`src/rtl/dmp_pkg.sv`:
```
package dmp_pkg;
  localparam int MODE_W = 2;
  localparam int A_W    = 6;
  localparam int B_W    = 13;
  localparam int P_MIN  = 8;
  localparam int P_MAX  = P_MIN << ((1 << MODE_W) - 1);
  localparam int PC_W   = $clog2(P_MAX + 1);

  typedef struct packed {
    logic [MODE_W-1:0] mode;
    logic [A_W-1:0]    a;
    logic [B_W-1:0]    b;
  } div_cfg_t;
endpackage

```
`src/rtl/dmp_cfg.sv`:
```
module dmp_cfg
  import dmp_pkg::*;
#(
  parameter int B_MIN    = 3,
  parameter int RST_MODE = 0,
  parameter int RST_A    = 0,
  parameter int RST_B    = 3
) (
  input  logic              clk_i,
  input  logic              rst_ni,
  input  logic [MODE_W-1:0] mode_i,
  input  logic [A_W-1:0]    a_i,
  input  logic [B_W-1:0]    b_i,
  input  logic              load_i,
  input  logic              period_end_i,
  output div_cfg_t          act_o,
  output logic              err_o
);
  localparam div_cfg_t RST_CFG = '{mode: MODE_W'(RST_MODE), a: A_W'(RST_A), b: B_W'(RST_B)};

  div_cfg_t pend_q, act_q;
  logic     err_q;
  logic     bad;

  // refuse B below floor or B below A
  assign bad = (b_i < B_W'(B_MIN)) || (b_i < {{(B_W-A_W){1'b0}}, a_i});

  always_ff @(posedge clk_i or negedge rst_ni) begin
    if (!rst_ni) begin
      pend_q <= RST_CFG;
      act_q  <= RST_CFG;
      err_q  <= 1'b0;
    end else begin
      if (load_i) begin
        err_q <= bad;
        if (!bad) pend_q <= '{mode: mode_i, a: a_i, b: b_i};
      end
      if (period_end_i) act_q <= pend_q;
    end
  end

  assign act_o = act_q;
  assign err_o = err_q;

  AST_CFG_HOLD:    assert property (@(posedge clk_i) disable iff (!rst_ni)
                     !period_end_i |=> $stable(act_q));
  AST_BAD_KEEP:    assert property (@(posedge clk_i) disable iff (!rst_ni)
                     (load_i && bad) |=> ($stable(pend_q) && err_o));
  AST_ACT_LEGAL:   assert property (@(posedge clk_i) disable iff (!rst_ni)
                     (act_q.b >= B_W'(B_MIN)) && (act_q.b >= {{(B_W-A_W){1'b0}}, act_q.a}));
endmodule

```
`src/rtl/dmp_presc.sv`:
```
module dmp_presc
  import dmp_pkg::*;
(
  input  logic              clk_i,
  input  logic              rst_ni,
  input  logic [MODE_W-1:0] mode_i,
  input  logic              hi_mod_i,
  output logic              tick_o
);
  logic [PC_W-1:0] cnt_q;
  logic [PC_W-1:0] base_p;
  logic [PC_W-1:0] last_cnt;

  assign base_p   = PC_W'(P_MIN) << mode_i;
  // P+1 modulus ends one count later than P
  assign last_cnt = hi_mod_i ? base_p : base_p - PC_W'(1);
  assign tick_o   = (cnt_q == last_cnt);

  always_ff @(posedge clk_i or negedge rst_ni) begin
    if (!rst_ni)     cnt_q <= '0;
    else if (tick_o) cnt_q <= '0;
    else             cnt_q <= cnt_q + PC_W'(1);
  end

  AST_PRESC_RANGE: assert property (@(posedge clk_i) disable iff (!rst_ni)
                     cnt_q <= base_p);
endmodule

```
`src/rtl/dmp_swallow.sv`:
```
module dmp_swallow
  import dmp_pkg::*;
(
  input  logic           clk_i,
  input  logic           rst_ni,
  input  logic [A_W-1:0] a_i,
  input  logic [B_W-1:0] b_i,
  input  logic           tick_i,
  output logic           hi_mod_o,
  output logic           end_o
);
  logic [B_W-1:0] cnt_q;

  assign hi_mod_o = cnt_q < {{(B_W-A_W){1'b0}}, a_i};
  assign end_o    = tick_i && (cnt_q == b_i - B_W'(1));

  always_ff @(posedge clk_i or negedge rst_ni) begin
    if (!rst_ni)     cnt_q <= '0;
    else if (end_o)  cnt_q <= '0;
    else if (tick_i) cnt_q <= cnt_q + B_W'(1);
  end

  AST_SWALLOW_RANGE: assert property (@(posedge clk_i) disable iff (!rst_ni)
                       cnt_q < b_i);
endmodule

```
`src/rtl/dmp_divider.sv`:
```
module dmp_divider
  import dmp_pkg::*;
#(
  parameter int B_MIN    = 3,
  parameter int RST_MODE = 0,
  parameter int RST_A    = 0,
  parameter int RST_B    = 3
) (
  input  logic              clk_i,
  input  logic              rst_ni,
  input  logic [MODE_W-1:0] mode_i,
  input  logic [A_W-1:0]    a_i,
  input  logic [B_W-1:0]    b_i,
  input  logic              load_i,
  output logic              div_o,
  output logic              cfg_err_o
);
  div_cfg_t act;
  logic     tick, hi_mod, period_end;
  logic     div_q;

  dmp_cfg #(
    .B_MIN(B_MIN), .RST_MODE(RST_MODE), .RST_A(RST_A), .RST_B(RST_B)
  ) u_cfg (
    .clk_i(clk_i), .rst_ni(rst_ni), .mode_i(mode_i), .a_i(a_i), .b_i(b_i),
    .load_i(load_i), .period_end_i(period_end), .act_o(act), .err_o(cfg_err_o)
  );

  dmp_presc u_presc (
    .clk_i(clk_i), .rst_ni(rst_ni), .mode_i(act.mode),
    .hi_mod_i(hi_mod), .tick_o(tick)
  );

  dmp_swallow u_swallow (
    .clk_i(clk_i), .rst_ni(rst_ni), .a_i(act.a), .b_i(act.b),
    .tick_i(tick), .hi_mod_o(hi_mod), .end_o(period_end)
  );

  always_ff @(posedge clk_i or negedge rst_ni) begin
    if (!rst_ni) div_q <= 1'b0;
    else         div_q <= period_end;
  end

  assign div_o = div_q;

  AST_PULSE_WIDTH: assert property (@(posedge clk_i) disable iff (!rst_ni)
                     div_o |=> !div_o);
  AST_END_ONEHOT:  assert property (@(posedge clk_i) disable iff (!rst_ni)
                     period_end |-> tick);
endmodule

```
`config.mk`:
```
export PLATFORM = sky130hd
export DESIGN_NAME = dmp_divider
export DESIGN_NICKNAME = d
export VERILOG_FILES = /design/src/rtl/dmp_pkg.sv /design/src/rtl/dmp_cfg.sv /design/src/rtl/dmp_presc.sv /design/src/rtl/dmp_swallow.sv /design/src/rtl/dmp_divider.sv
export SDC_FILE = /design/constraint.sdc
export NUM_CORES = 1
export LEC_CHECK = 0
export BUFFER_PORTS_ARGS = -buffer_cell sky130_fd_sc_hd__buf_2
export CORE_MARGIN = 2
export CORE_UTILIZATION = 61
export CTS_CLUSTER_DIAMETER = 30
export DETAILED_ROUTE_END_ITERATION = 6
export PLACE_DENSITY = 0.8
export REMOVE_ABC_BUFFERS = 1
export SYNTH_ARGS = -nofsm -noshare
export SYNTH_HDL_FRONTEND = slang
export SYNTH_SLANG_ARGS = --single-unit
```
`constraint.sdc`:
```
create_clock -name clk_i -period 2.94 [get_ports clk_i]
set_input_delay 0.735 -clock clk_i [delete_from_list [all_inputs] [get_ports clk_i]]
set_output_delay 0.735 -clock clk_i [all_outputs]
set_load 0.1 [all_outputs]
```
==> Word level (Yosys, flattened, before mapping) <==
Index checks and enable logic that the tools add are counted.
{ "op_classes": {"addsub": 4, "n_lt_le_gt_ge": 3, "n_eq_ne": 2, "shift": 1, "mux": 4, "bitwise": 1, "n_reduce_logical": 4} }
{ "op_table": {"columns": ["op", "n"], "rows": [
  ["< comparator 13 x 6 -> 1 bit", 2],
  ["2-to-1 mux 13 bit", 2],
  ["2-to-1 mux 7 bit", 2],
  ["adder 13 x 1 -> 13 bit, second input constant", 1],
  ["== test 13 bit", 1],
  ["< comparator 13 x 2 -> 1 bit, second input constant", 1],
  ["subtractor 13 x 1 -> 13 bit, second input constant", 1],
  ["adder 7 x 1 -> 7 bit, second input constant", 1],
  ["== test 7 bit", 1],
  ["left shift 4 x 2 -> 7 bit, first input constant", 1],
  ["subtractor 7 x 1 -> 7 bit, second input constant", 1],
  ["AND reduction 2 bit", 1],
  ["nonzero test 2 bit", 1],
  ["logical AND 1 bit", 1],
  ["logical OR 1 bit", 1],
  ["NOT 1 bit", 1]
]} }
{ "word_totals": {"register_bits": 64, "inputBits": 24, "out_inout_bits": 2, "elab_cells": 29} }

==> Logic depth before layout (Yosys ltp) <==
{ "logic_depth": {"word_depth": 6, "ltp_mapped": 11, "ltp_nobuf": 9} }

==> By module <==
A second synthesis with hierarchy kept.
{ "unflattened": {"cells_unflattened": 300, "hier_area_um2": 3408.3} }
{ "modules_own_cells": {"columns": ["module", "n_inst", "cells_per_inst", "area_each_um2", "seq_area_each_um2"], "rows": [
  ["dmp_cfg", 1, 114, 1756.7, 1081.0],
  ["dmp_swallow", 1, 140, 1189.9, 325.3],
  ["dmp_presc", 1, 45, 436.7, 175.2],
  ["dmp_divider", 1, 1, 25.0, 25.0]
]} }

==> Least setup slack after synthesis <==
No wires, ideal clock.
{ "synth_path": {"path_type": "register to register", "startpoint": "reg u_swallow.cnt_q[2]", "endpoint": "reg u_cfg.act_q, in the netlist u_cfg.act_o[10]", "setup_ns": 0.125, "arrival_time_ns": 2.569, "required_time_ns": 2.815, "slack_ns": 0.246, "path_stages_with_launch": 10, "path_buffers": 1, "synth_period_minus_slack_ns": 2.694, "cell_sequence": "dfrtp_1 > ha_1 > a21oi_1 > o21ai_0 > a2111oi_0 > mux2_2 > o31ai_4 > nor2_4 > buf_12 > mux2_4"} }
{ "synth_between": {"elab_chain_cells": 4, "elab_cells_between_ends": 5, "cone_classes": "1 x order compare; 2 x eq/ne; 1 x mux; 1 x reduce/logical"} }
{ "synth_lines": {"columns": ["element", "line", "rtl"], "rows": [
  ["from (decl)", "dmp_swallow.sv:12", "logic [B_W-1:0] cnt_q;"],
  ["from (signal assigned)", "dmp_swallow.sv:20", "else if (tick_i) cnt_q <= cnt_q + B_W'(1);"],
  ["< comparator 13 x 6 -> 1 bit", "dmp_swallow.sv:14", "assign hi_mod_o = cnt_q < {{(B_W-A_W){1'b0}}, a_i};"],
  ["2-to-1 mux 7 bit", "dmp_presc.sv:16", "assign last_cnt = hi_mod_i ? base_p : base_p - PC_W'(1);"],
  ["== test 7 bit", "dmp_presc.sv:17", "assign tick_o = (cnt_q == last_cnt);"],
  ["logical AND 1 bit *", "dmp_swallow.sv:15", "assign end_o = tick_i && (cnt_q == b_i - B_W'(1));"],
  ["to (signal assigned)", "dmp_cfg.sv:38", "if (period_end_i) act_q <= pend_q;"],
  ["to (decl)", "dmp_cfg.sv:21", "div_cfg_t pend_q, act_q;"]
]} }
Every way passes the cells marked *; elsewhere a longest branch is shown, timed or not.
A chain may end at the register's enable or synchronous reset.

==> Final worst setup path <==
{ "layout_path": {"startpoint": "reg u_cfg.act_q, in the netlist u_cfg.act_o[15]", "endpoint": "reg u_cfg.act_q, in the netlist u_cfg.act_o[4]"} }
{ "layout_between": {"elab_chain_cells": 4} }
{ "layout_lines": {"columns": ["element", "line"], "rows": [
  ["< comparator 13 x 6 -> 1 bit", "dmp_swallow.sv:14"],
  ["2-to-1 mux 7 bit", "dmp_presc.sv:16"],
  ["== test 7 bit", "dmp_presc.sv:17"],
  ["logical AND 1 bit", "dmp_swallow.sv:15"]
]} }
Every way passes these cells.

==> metrics.csv <==
metric;value;unit
CTS tree;yes;
Yosys Warn Count;0;
die height;82.07;um
Top Family by Delay on Critical Path;compound AO/OA/AOI/OAI gates;
CP Data Required Time;3.16;ns
# IOs;26;
footprint of the multi-input gates;1961;um2
outcome;completed;
initial antenna violation count;0;
Reg clk slew, reported paths;0.08;ns
CP max FO;19;
Die ar.;6735;um2
worst vdd ir;0.0004264;V
largest net degree at the start of global routing;37;
Inserted Diodes;0;
GRT Max-Usage Layer;met2;
hold_ws;0.4379;ns
Post-Layout Inst Area;4312;um2
layout cells sized above 1;0.3223;
Slew Limit Fails;0;
vias per cell;6.009;
CP max stage cell;mux2_2;
clk_lat worst skew;0.34;ns
GR Util met1;0.3364;
P&R area growth vs syn;15.99;%
FF+latch area;1607;um2
drt pass-1 iters;4;
vias in the first global route;2703;
final WL;7507;um
Synth top area share;0.4039;
Post-synth EDFFs;0;
Initial Util;0.6279;
synthesized area;3717;um2
Unique masters post-synth;55;
Remaining DRCs;0;
final setup vio count;0;
Top FF cell, synth;dfrtp_1;
Least-Margin Pin Slew;0.7198;ns
met3 Usage GRT;0.06593;
Slew HR;0.5201;
Seq/Total Area, Yosys;0.4322;
Initial DRC Count;125;
port bufs;25;
ANT nets after route;0;
Worst setup SP type;register;
Leak;1.941;nW
DR WL/cell;16.11;um
Cell Chain, Critical Path;inv_1, ha_1, a21oi_1, o21ai_0, a2111oi_2, mux2_2, o31ai_4, nor2_4, buf_12, mux2_4;
fmax;355.2;MHz
largest cells by area after synthesis;dfrtp_1 (40%), mux2_2 (8.2%), mux2_4 (6.9%);
fillers;406;
Max Buffers Root-to-Sink;2;
setup TNS;0;ns
worst path buffer plus inverter count;2;
Core ar.;5921;um2
Final Hold Vio Count;0;
number of max-cap violations;0;
reg-to-reg setup timing slack;0.12;ns
Power Dens Cells;443.4;nW/um2
#FFs+latches synth;64;
syn_area_per_cell;10.90;um2
met2 Use GR;0.3984;
Syn Inst Count;341;
placed instance area;4061;um2
# rows;28;
asr flop ratio synth;1.000;
final worst slack;0.1245;ns
CP max stage delay;0.40;ns
CTS Buf Count;9;
fin nets;423;
Worst Path Arrival;3.03;ns
clk root buf;clkbuf_8;
Critical Path Sink Type;register;
post-DP HPWL;5513;um
gr ovfl total;0;
CP Class;reg2reg;
gp weighted congestion;0.8630;
vias;2800;
RSZ-0062 raised after global routing;true;
H-tree Lvls;3;
clock sinks;64;
min Tclk post-route;2.816;ns
Tightest Hold Check Type;in2async;
final period utilization;0.9577;
post-CTS setup buffers;0;
total track usage;0.2548;
Clock Skew;0.01204;ns
die width;82.07;um
Yosys top cell by area;dfrtp_1;
first-pass GRT wire length;12780;um
total power;1.912;mW
worst slack, placed;0.07815;ns
where the power goes:
| group | leakage, nW | switching, mW | internal, mW |
|---|---|---|---|
| clock | 0.106 | 0.348 | 0.499 |
| sequential | 0.821 | 0.0186 | 0.919 |
| combinational | 1.01 | 0.0632 | 0.0633 |
layout make-up:
class / count / area share
clock inverter: 5 / 0.01857
inverter: 22 / 0.01915
sequential: 64 / 0.3726
clock buffer: 11 / 0.03279
tap: 75 / 0.02176
multi-input combinational: 240 / 0.4547
timing repair buffer: 49 / 0.08038
worst paths after layout:
check	start	cells after the start	endpoint
min in group clk_i	u_cfg.err_o	1	u_cfg.err_o
max in group asynchronous	rst_ni	2	u_cfg.pend_q[1]
min	rst_ni	1	u_presc.cnt_q[4]
min reg2reg	u_cfg.err_o	1	u_cfg.err_o
max	u_cfg.act_o[15]	10	u_cfg.act_o[4]
max reg2reg	u_cfg.act_o[15]	10	u_cfg.act_o[4]
cell usage in the layout (no fill, tap or decap), types with 12 or more instances in the layout:
| cell | n |
|---|---|
| ha_1 | 12 |
| nand3_1 | 17 |
| mux2_4 | 17 |
| inv_1 | 22 |
| mux2_2 | 27 |
| buf_4 | 20 |
| xnor2_1 | 12 |
| dfrtp_1 | 60 |
| a21oi_1 | 13 |
| buf_2 | 25 |
| nand2_1 | 19 |
flip-flops by register name, summed over array words and instances, names as in the netlist:
register,count
u_presc.cnt_q,7
u_cfg.pend_q,21
u_cfg.act_o,21
u_swallow.cnt_q,13
div_o,1
u_cfg.err_o,1
synth_stat cells (all sizes together), types with 2 or more instances:
cell	instances
dfrtp	60
mux2	44
inv	22
nand2	19
nand3	18
a21oi	13
ha	13
nor2	13
xnor2	12
nor3	10
xor2	10
and2	8
clkbuf	8
o21ai	8
buf	7
nor4	6
nand4	5
a22oi	4
a31oi	4
and3	4
dfstp	4
nor3b	4
o211ai	4
o21a	4
o31ai	4
or3	4
a21o	3
nor2b	3
o2111ai	3
o22ai	3
a21boi	2
nand2b	2
stage by stage:
stage | util | std cells
6_report | 0.7282 | 466
5_1_grt | 0.7282 | 466
4_1_cts | 0.7234 | 466
3_5_place_dp | 0.6860 | 450
3_3_place_gp | 0.6860 | 450
2_1_floorplan | - | 326
logic make-up after synthesis:
logic type,Yosys count,share of synthesized area
adder cells (fa/ha/maj),13,0.04376
AO/OA/AOI/OAI,57,0.1101
buffers and inverters,37,0.04712
XOR/XNOR,23,0.05789
AND/OR/NAND/NOR,102,0.1558
multiplexers,45,0.1531
flip-flops,64,0.4322
timing repair:
action | CTS | global route
hold buffers | 0 | 0
hold endpoints to repair | 0 | 0
endpoints found under the setup margin | 0 | 32
gates resized for setup | 0 | 7
layer usage:
layer  up-vias  wire, um
met3        20       362
li1       1321         -
met2        95      3598
met4         0       178
met1      1364      3367
met5         -         0
worst reg2reg max path, cell delays in order, from the launching register on:
cell and delay, ns:
dfrtp_1 0.35, inv_1 0.05, ha_1 0.31, a21oi_1 0.13, o21ai_0 0.19, a2111oi_2 0.38, mux2_2 0.40, o31ai_4 0.32
nor2_4 0.09, buf_12 0.18, mux2_4 0.31
Note: power is estimated with default switching activity, not from simulation.
